### src/rtl/gpio_regfile_pkg.sv
package gpio_regfile_pkg;
  localparam int unsigned REG_DIR = 0;
  localparam int unsigned REG_SET = 1;
  localparam int unsigned REG_CLR = 2;
  localparam int unsigned REG_IN  = 3;
endpackage

### src/rtl/gpio_bus_decode.sv
module gpio_bus_decode
  import gpio_regfile_pkg::*;
#(
  parameter int unsigned NUM_PINS = 32,
  parameter int unsigned ADDR_W   = 4
) (
  input  logic                req_i,
  input  logic                we_i,
  input  logic [ADDR_W-1:0]   addr_i,
  input  logic [NUM_PINS-1:0] wdata_i,
  input  logic [NUM_PINS-1:0] dir_i,
  input  logic [NUM_PINS-1:0] latch_i,
  input  logic [NUM_PINS-1:0] pin_lvl_i,
  output logic                dir_we_o,
  output logic [NUM_PINS-1:0] set_mask_o,
  output logic [NUM_PINS-1:0] clr_mask_o,
  output logic [NUM_PINS-1:0] rdata_o
);
  logic wr;
  logic hit_dir, hit_set, hit_clr, hit_in;

  assign wr      = req_i & we_i;
  assign hit_dir = (addr_i == ADDR_W'(REG_DIR));
  assign hit_set = (addr_i == ADDR_W'(REG_SET));
  assign hit_clr = (addr_i == ADDR_W'(REG_CLR));
  assign hit_in  = (addr_i == ADDR_W'(REG_IN));

  assign dir_we_o   = wr & hit_dir;
  assign set_mask_o = (wr & hit_set) ? wdata_i : '0;
  assign clr_mask_o = (wr & hit_clr) ? wdata_i : '0;

  always_comb begin
    rdata_o = '0;
    if (hit_dir)                rdata_o = dir_i;
    else if (hit_set | hit_clr) rdata_o = latch_i;
    else if (hit_in)            rdata_o = pin_lvl_i;
  end
endmodule

### src/rtl/gpio_pin_ctrl.sv
module gpio_pin_ctrl #(
  parameter int unsigned NUM_PINS = 32
) (
  input  logic                clk_i,
  input  logic                rst_ni,
  input  logic                dir_we_i,
  input  logic [NUM_PINS-1:0] dir_wdata_i,
  input  logic [NUM_PINS-1:0] set_mask_i,
  input  logic [NUM_PINS-1:0] clr_mask_i,
  output logic [NUM_PINS-1:0] dir_q_o,
  output logic [NUM_PINS-1:0] latch_q_o
);
  logic [NUM_PINS-1:0] dir_q, latch_q, latch_d;

  // clear has priority over set on the same bit
  assign latch_d = (latch_q | set_mask_i) & ~clr_mask_i;

  always_ff @(posedge clk_i or negedge rst_ni) begin
    if (!rst_ni) begin
      dir_q   <= '1;
      latch_q <= '0;
    end else begin
      if (dir_we_i) dir_q <= dir_wdata_i;
      latch_q <= latch_d;
    end
  end

  assign dir_q_o   = dir_q;
  assign latch_q_o = latch_q;

  p_dir_write_r2: assert property (@(posedge clk_i) disable iff (!rst_ni)
    dir_we_i |=> dir_q == $past(dir_wdata_i));

  p_dir_hold_r10: assert property (@(posedge clk_i) disable iff (!rst_ni)
    !dir_we_i |=> $stable(dir_q));

  p_set_bits_r3: assert property (@(posedge clk_i) disable iff (!rst_ni)
    1'b1 |=> (latch_q & ($past(set_mask_i) & ~$past(clr_mask_i)))
             == ($past(set_mask_i) & ~$past(clr_mask_i)));

  p_clr_bits_r4: assert property (@(posedge clk_i) disable iff (!rst_ni)
    1'b1 |=> (latch_q & $past(clr_mask_i)) == '0);

  p_latch_hold_r10: assert property (@(posedge clk_i) disable iff (!rst_ni)
    (set_mask_i == '0 && clr_mask_i == '0) |=> $stable(latch_q));
endmodule

### src/rtl/gpio_in_sync.sv
module gpio_in_sync #(
  parameter int unsigned NUM_PINS    = 32,
  parameter int unsigned SYNC_STAGES = 2
) (
  input  logic                clk_i,
  input  logic                rst_ni,
  input  logic [NUM_PINS-1:0] pad_i,
  output logic [NUM_PINS-1:0] lvl_o
);
  logic [NUM_PINS-1:0] stg_q [SYNC_STAGES];

  always_ff @(posedge clk_i or negedge rst_ni) begin
    if (!rst_ni) stg_q[0] <= '0;
    else         stg_q[0] <= pad_i;
  end

  for (genvar s = 1; s < SYNC_STAGES; s++) begin : g_stage
    always_ff @(posedge clk_i or negedge rst_ni) begin
      if (!rst_ni) stg_q[s] <= '0;
      else         stg_q[s] <= stg_q[s-1];
    end
  end

  assign lvl_o = stg_q[SYNC_STAGES-1];

  // edges since reset, saturating; gates the latency check
  logic [1:0] warm_q;
  always_ff @(posedge clk_i or negedge rst_ni) begin
    if (!rst_ni)             warm_q <= '0;
    else if (warm_q != 2'd3) warm_q <= warm_q + 2'd1;
  end

  if (SYNC_STAGES == 2) begin : g_lat_chk
    p_sync_latency_r7: assert property (@(posedge clk_i) disable iff (!rst_ni)
      (warm_q >= 2'd2) |-> lvl_o == $past(pad_i, 2));
  end
endmodule

### src/rtl/gpio_regfile.sv
module gpio_regfile #(
  parameter int unsigned NUM_PINS    = 32,
  parameter int unsigned SYNC_STAGES = 2,
  parameter int unsigned ADDR_W      = 4
) (
  input  logic                clk_i,
  input  logic                rst_ni,
  input  logic                req_i,
  input  logic                we_i,
  input  logic [ADDR_W-1:0]   addr_i,
  input  logic [NUM_PINS-1:0] wdata_i,
  output logic [NUM_PINS-1:0] rdata_o,
  input  logic [NUM_PINS-1:0] pad_i,
  output logic [NUM_PINS-1:0] pad_oe_o,
  output logic [NUM_PINS-1:0] pad_out_o
);
  logic                dir_we;
  logic [NUM_PINS-1:0] set_mask, clr_mask, dir_q, latch_q, pin_lvl;

  gpio_bus_decode #(.NUM_PINS(NUM_PINS), .ADDR_W(ADDR_W)) u_decode (
    .req_i      (req_i),
    .we_i       (we_i),
    .addr_i     (addr_i),
    .wdata_i    (wdata_i),
    .dir_i      (dir_q),
    .latch_i    (latch_q),
    .pin_lvl_i  (pin_lvl),
    .dir_we_o   (dir_we),
    .set_mask_o (set_mask),
    .clr_mask_o (clr_mask),
    .rdata_o    (rdata_o)
  );

  gpio_pin_ctrl #(.NUM_PINS(NUM_PINS)) u_ctrl (
    .clk_i       (clk_i),
    .rst_ni      (rst_ni),
    .dir_we_i    (dir_we),
    .dir_wdata_i (wdata_i),
    .set_mask_i  (set_mask),
    .clr_mask_i  (clr_mask),
    .dir_q_o     (dir_q),
    .latch_q_o   (latch_q)
  );

  gpio_in_sync #(.NUM_PINS(NUM_PINS), .SYNC_STAGES(SYNC_STAGES)) u_sync (
    .clk_i  (clk_i),
    .rst_ni (rst_ni),
    .pad_i  (pad_i),
    .lvl_o  (pin_lvl)
  );

  // direction 1 = input, so drive only where the bit is 0
  assign pad_oe_o  = ~dir_q;
  assign pad_out_o = latch_q;

  p_oe_follows_write_r2: assert property (@(posedge clk_i) disable iff (!rst_ni)
    (req_i && we_i && addr_i == '0) |=> pad_oe_o == ~$past(wdata_i));

  p_preload_kept_r8: assert property (@(posedge clk_i) disable iff (!rst_ni)
    !(req_i && we_i && (addr_i == ADDR_W'(1) || addr_i == ADDR_W'(2)))
      |=> $stable(pad_out_o));
endmodule

### config.mk
export PLATFORM = sky130hd
export DESIGN_NAME = gpio_regfile
export DESIGN_NICKNAME = d
export VERILOG_FILES = /design/src/rtl/gpio_regfile_pkg.sv /design/src/rtl/gpio_bus_decode.sv /design/src/rtl/gpio_pin_ctrl.sv /design/src/rtl/gpio_in_sync.sv /design/src/rtl/gpio_regfile.sv
export SDC_FILE = /design/constraint.sdc
export NUM_CORES = 1
export LEC_CHECK = 0
export BUFFER_PORTS_ARGS = -buffer_cell sky130_fd_sc_hd__buf_2
export CAP_MARGIN = 5
export CORE_AREA = 10 10 125 127
export DETAILED_ROUTE_END_ITERATION = 8
export DIE_AREA = 0 0 135 137
export HOLD_SLACK_MARGIN = 0.1
export PLACE_DENSITY = 0.7
export SLEW_MARGIN = 20
export SYNTH_ARGS = -nofsm -noshare
export SYNTH_HDL_FRONTEND = slang
export SYNTH_HIERARCHICAL = 1
export SYNTH_SLANG_ARGS = --single-unit
### constraint.sdc
create_clock -name clk_i -period 0.9 [get_ports clk_i]
set_clock_uncertainty 0.05 [all_clocks]
set_input_delay 0.09 -clock clk_i [delete_from_list [all_inputs] [get_ports clk_i]]
set_output_delay 0.09 -clock clk_i [all_outputs]
set_load 0.03 [all_outputs]
* Word level (Yosys, flattened, before mapping) *
Index checks and enable logic that the tools add are counted.

storage, ports and cells
  memories = 0
  ROM bits = 0
  bits in writable memories = 0
  output and inout bits = 96
  bits in registers = 128
  logic and storage cells = 22
  input bits = 72
  latch bits = 0

cells by class
  eq/ne operators = 3
  order comparisons = 0
  add/sub/neg operators = 0
  divide/modulo/power cells = 0
  mux-type cells = 5
  reduce and logical (&&, ||, !) cells = 1
  multiply operators = 0
  bitwise gates (word level) = 9
  shifts and indexed selects = 0

operator list
  operator              number
  $mux W32              5
  $not A32 Y32          2
  $and A32 B32 Y32      1
  $or A32 B32 Y32       1
  $eq A4 B2 Y1 const B  2
  $and A1 B1 Y1         4
  $eq A4 B1 Y1 const B  1
  $logic_not A4 Y1      1
  $or A1 B1 Y1          1

* Depth between registers and ports, before layout *
  depth after elaboration = 5
  depth in mapped cells = 6
  gate-level depth less buffers = 4

* Hierarchy *
The synthesis kept the hierarchy.

modules (own cells, without submodules)
  module           area each (µm²)  cells each  instances  seq. area each (µm²)
  gpio_pin_ctrl    2,506.2          132         1          1,641.6
  gpio_in_sync     1,841.8          96          1          1,601.5
  gpio_bus_decode  1,234.9          185         1          0.0
  gpio_regfile     120.1            32          1          0.0

* Worst setup path before layout *
OpenSTA, ideal clock, no wires.

  path kind = input port to output port
  from = input addr_i[0]
  to = output rdata_o[11]
  data required time = 0.760 ns
  stages on the path = 4
  arrival = 1.410 ns
  path slack = -0.650 ns
  buffers on the path = 1
  path through = nand2b_4 > a211o_1 > buf_2 > o21ai_0

on the way
  word-level cells in the longest chain between the ends = 4
  elaborated cells between the ends (all ways) = 8
  classes of those cells = eq/ne (3); mux (3); bitwise (1); reduce/logical (1)

RTL lines
  item                                             line                                          source
  start, declared                                  gpio_regfile.sv:10                            input logic [ADDR_W-1:0] addr_i,
  $eq A4 B2 Y1, or another cell as far along       gpio_bus_decode.sv:26                         assign hit_in = (addr_i == ADDR_W'(REG_IN));
  $mux W32 / $or A1 B1 Y1 (equally long branches)  gpio_bus_decode.sv:36, gpio_bus_decode.sv:35
  $mux W32                                         gpio_bus_decode.sv:35                         else if (hit_set | hit_clr) rdata_o = latch_i;
  $mux W32 *                                       gpio_bus_decode.sv:34                         if (hit_dir) rdata_o = dir_i;
  end, declared                                    gpio_regfile.sv:12                            output logic [NUM_PINS-1:0] rdata_o,

Every way passes the cells marked *; elsewhere a longest branch is shown, timed or not.

* Worst setup path after layout *
  from = register u_ctrl.dir_q[17] (netlist: u_ctrl/dir_q_o[17])
  to = output rdata_o[17]

on the way
  word-level cells in the longest chain between the ends = 1

RTL lines
  item                    line                   source
  start, declared         gpio_pin_ctrl.sv:13    logic [NUM_PINS-1:0] dir_q, latch_q, latch_d;
  start signal, assigned  gpio_pin_ctrl.sv:23    if (dir_we_i) dir_q <= dir_wdata_i;
  $mux W32                gpio_bus_decode.sv:34

No other way between the ends.

==> impl_metrics.py <==
metrics = {
    "status": {
        "status": "finished, violations left",
        "violations": "negative setup slack",
    },
    "clock_tree": {
        "cts_htree_levels": 4,
        "hold_buffers": 65,
        "cts-root-buf": "clkbuf_16",
        "path_clk_slew_ns": 0.05,
        "cts_tree": "built",
        "clkLatencyLatePin_ns": 0.41,
        "clock_sink_count": 128,
        "clock_path_buffers": 2,
        "cts_made_buffers": 17,
    },
    "worst_setup_path": {
        "reg2reg_depth": 4,
        "reg2reg_from": "u_ctrl/dir_q_o[26]",
        "worstPathCellList": "a22oi_2 > o21ai_4 > buf_6",
        "cp.arrival_ns": 1.32,
        "end_kind": "output port",
        "rrSetupSlack_ns": -0.21,
        "cp_max_fo": 2,
        "cp.required_ns": 0.76,
        "startpoint_type": "flop",
        "cp_slowest_cell": "dfstp_2",
        "rr_endpoint": "u_ctrl/dir_q_o[26]",
        "crit_type": "reg2out",
        "slowest_delay_ns": 0.55,
    },
    "route": {
        "routed_via_density": 4.81,
        "drt-initial-drc-count": 183,
        "firstDrtPassIters": 4,
        "vias": 4735,
        "ant_nets": 0,
        "drt_wl_total_mm": 21.7,
        "drcViolationCount": 0,
        "wl_per_cell_um": 22.0,
    },
    "finish": {
        "finalNonFillerCells": 985,
        "stdcell_area_sq_um": 10600,
        "diodes": 0,
        "seqCellArea_sq_um": 3250,
        "finalCoreUtilization": 0.813,
        "drive_gt1_frac": 0.716,
        "fillCellCount": 642,
        "final_nets": 868,
        "areaGrowthSynthToFinish_pct": 86.5,
        "multi_input_area_sq_um": 2510,
    },
    "global_routing": {
        "grt_pass1_wl_mm": 31.0,
        "grt_pass1_vias": 5506,
        "grt_max_degree": 35,
        "grt-ovfl-total": 0,
        "grt_antenna_before_repair": 0,
        "grtUsageTotal": 0.221,
    },
    "worst_hold_path": {
        "min_path_type": "in2async",
    },
    "power": {
        "power_density_nw_per_um2": 2030,
        "ir_worst_vdd_uv": 1620,
        "p_leak_nw": 4.87,
        "total_power_mw": 21.6,
    },
    "timing": {
        "fmax_ghz": 0.684,
        "rsz0062_at_grt": "yes",
        "layout_min_cycle_time_ns": 1.46,
        "fin_crit_sh": 1.62,
        "worst_slew_pin_slew_ns": 0.339,
        "setup_violations": 160,
        "slew_viol_final": 0,
        "finalHoldViolations": 0,
        "fin_ws_ns": -0.561,
        "maxSlewHeadroom": 0.772,
    },
    "placed_design": {
        "dp_hpwl_mm": 11.1,
        "place_ws_ns": -0.647,
        "port_buffers": 167,
        "place_area_sq_um": 7460,
        "placed_cells": 821,
        "gp_congestion": 0.787,
    },
    "floorplan": {
        "die-area_sq_um": 18500,
        "start_util": 0.436,
        "num_rows": 42,
        "die_h_um": 137,
        "coreArea_sq_um": 13100,
        "io_pins": 168,
        "die_w_um": 135,
    },
    "synth": {
        "synthCells": 445,
        "ys_seq_area_frac": 0.569,
        "syn-num-nets": 517,
        "synth-seq-cells": 128,
        "yosysWarningCount": 6,
        "syn_avg_cell_area_sq_um": 12.8,
        "yosys.cell_types.count": 24,
        "synth_area_sq_um": 5700,
    },
    "flow_run": {
        "drv_cap": 0,
    },
}
[area by class of cell]
| class | count | area share |
|---|---|---|
| Sequential cell | 128 | 0.305 |
| Clock inverter | 6 | 0.00518 |
| Timing Repair Buffer | 384 | 0.361 |
| Tap cell | 176 | 0.0207 |
| Multi-Input combinational cell | 201 | 0.236 |
| Clock buffer | 26 | 0.0479 |
| Inverter | 64 | 0.0238 |
[synthesized netlist by cell type]
| library cell | count | area (sq um) |
|---|---|---|
| a211o_1 | 1 | 8.76 |
| a22oi_1 | 22 | 165 |
| a22oi_2 | 10 | 125 |
| and2_1 | 64 | 400 |
| and3_1 | 1 | 6.26 |
| buf_12 | 3 | 60.1 |
| buf_2 | 3 | 15.0 |
| buf_4 | 33 | 248 |
| buf_6 | 6 | 67.6 |
| clkbuf_1 | 6 | 22.5 |
| clkbuf_2 | 1 | 5.00 |
| dfrtp_1 | 96 | 2400 |
| dfstp_2 | 32 | 841 |
| inv_1 | 64 | 240 |
| mux2_2 | 2 | 22.5 |
| mux2_4 | 30 | 450 |
| nand2_1 | 1 | 3.75 |
| nand2b_4 | 2 | 27.5 |
| nor4_4 | 3 | 63.8 |
| nor4bb_1 | 1 | 10.0 |
| o21ai_0 | 13 | 65.1 |
| o21ai_1 | 9 | 45.0 |
| o21ai_2 | 10 | 87.6 |
| o21ba_2 | 32 | 320 |
[sequential cells by signal (all words and copies together), names as in the netlist]
register          cells
u_sync/stg_q         32
u_sync/lvl_o         32
u_ctrl/dir_q_o       32
u_ctrl/latch_q_o     32
[critical path, delay by kind of cell, from the launching register on]
family	cells	cell delay [ns]
DFF	1	0.55
buffers and inverters	1	0.15
AOI/OAI and AO/OA	2	0.21
[metal layers]
layer | track usage | wire, um | up-vias
met5 | 0 | 0 | -
met4 | 0.109 | 888 | 0
met3 | 0.0612 | 1190 | 68
met2 | 0.394 | 11600 | 175
met1 | 0.237 | 8030 | 2366
li1 | - | - | 2126
[power breakdown]
| group | switching (mW) | internal [mW] | total, mW | leakage [nW] |
|---|---|---|---|---|
| Combinational | 3.52 | 4.22 | 7.74 | 3.10 |
| Clock | 2.43 | 4.14 | 6.57 | 0.284 |
| Sequential | 0.561 | 6.69 | 7.25 | 1.49 |
[what timing repair did]
action / CTS / global route
gates cloned: 7 / 3
buffers inserted: 36 / 27
pin swaps: 22 / 50
setup endpoints to repair: 160 / 160
hold endpoints to repair: 224 / 6
resized for setup: 329 / 92
[cell usage in the layout, fill, tap and decap left out, types with 33 or more instances in the layout]
| master | netlist | final |
|---|---|---|
| dlygate4sd3_1 | 0 | 65 |
| dfrtp_1 | 96 | 94 |
| inv_1 | 64 | 33 |
| buf_4 | 33 | 61 |
| buf_6 | 6 | 164 |
| buf_2 | 3 | 66 |
[logic make-up after synthesis]
logic type / count (synthesis) / synth area share
AO/OA/AOI/OAI: 97 / 0.143
flip-flops: 128 / 0.569
AND/OR/NAND/NOR: 72 / 0.0897
multiplexers: 32 / 0.0829
buffers and inverters: 116 / 0.115
[worst max-delay path by stage]
stage	slack, ns	start	end
after floorplan	-0.64	addr_i[1]	u_ctrl/dir_q_o[10]
after global placement	-0.61	addr_i[1]	rdata_o[31]
after detailed placement	-0.65	addr_i[1]	rdata_o[31]
after CTS	-0.54	u_ctrl/dir_q_o[17]	rdata_o[17]
after global routing	-0.60	addr_i[3]	rdata_o[17]
final	-0.56	u_ctrl/dir_q_o[17]	rdata_o[17]
[stage by stage]
| stage | hold slack, ns | TNS [ns] |
|---|---|---|
| after global placement | -0.0750 | -54.54 |
| after CTS | 0.0371 | -49.56 |
| after global routing | 0.0598 | -59.18 |
| final | 0.0391 | -53.29 |
| after floorplan | -0.256 | -35.37 |
| after detailed placement | -0.0675 | -58.18 |
Power figures use the tool's default switching activity.
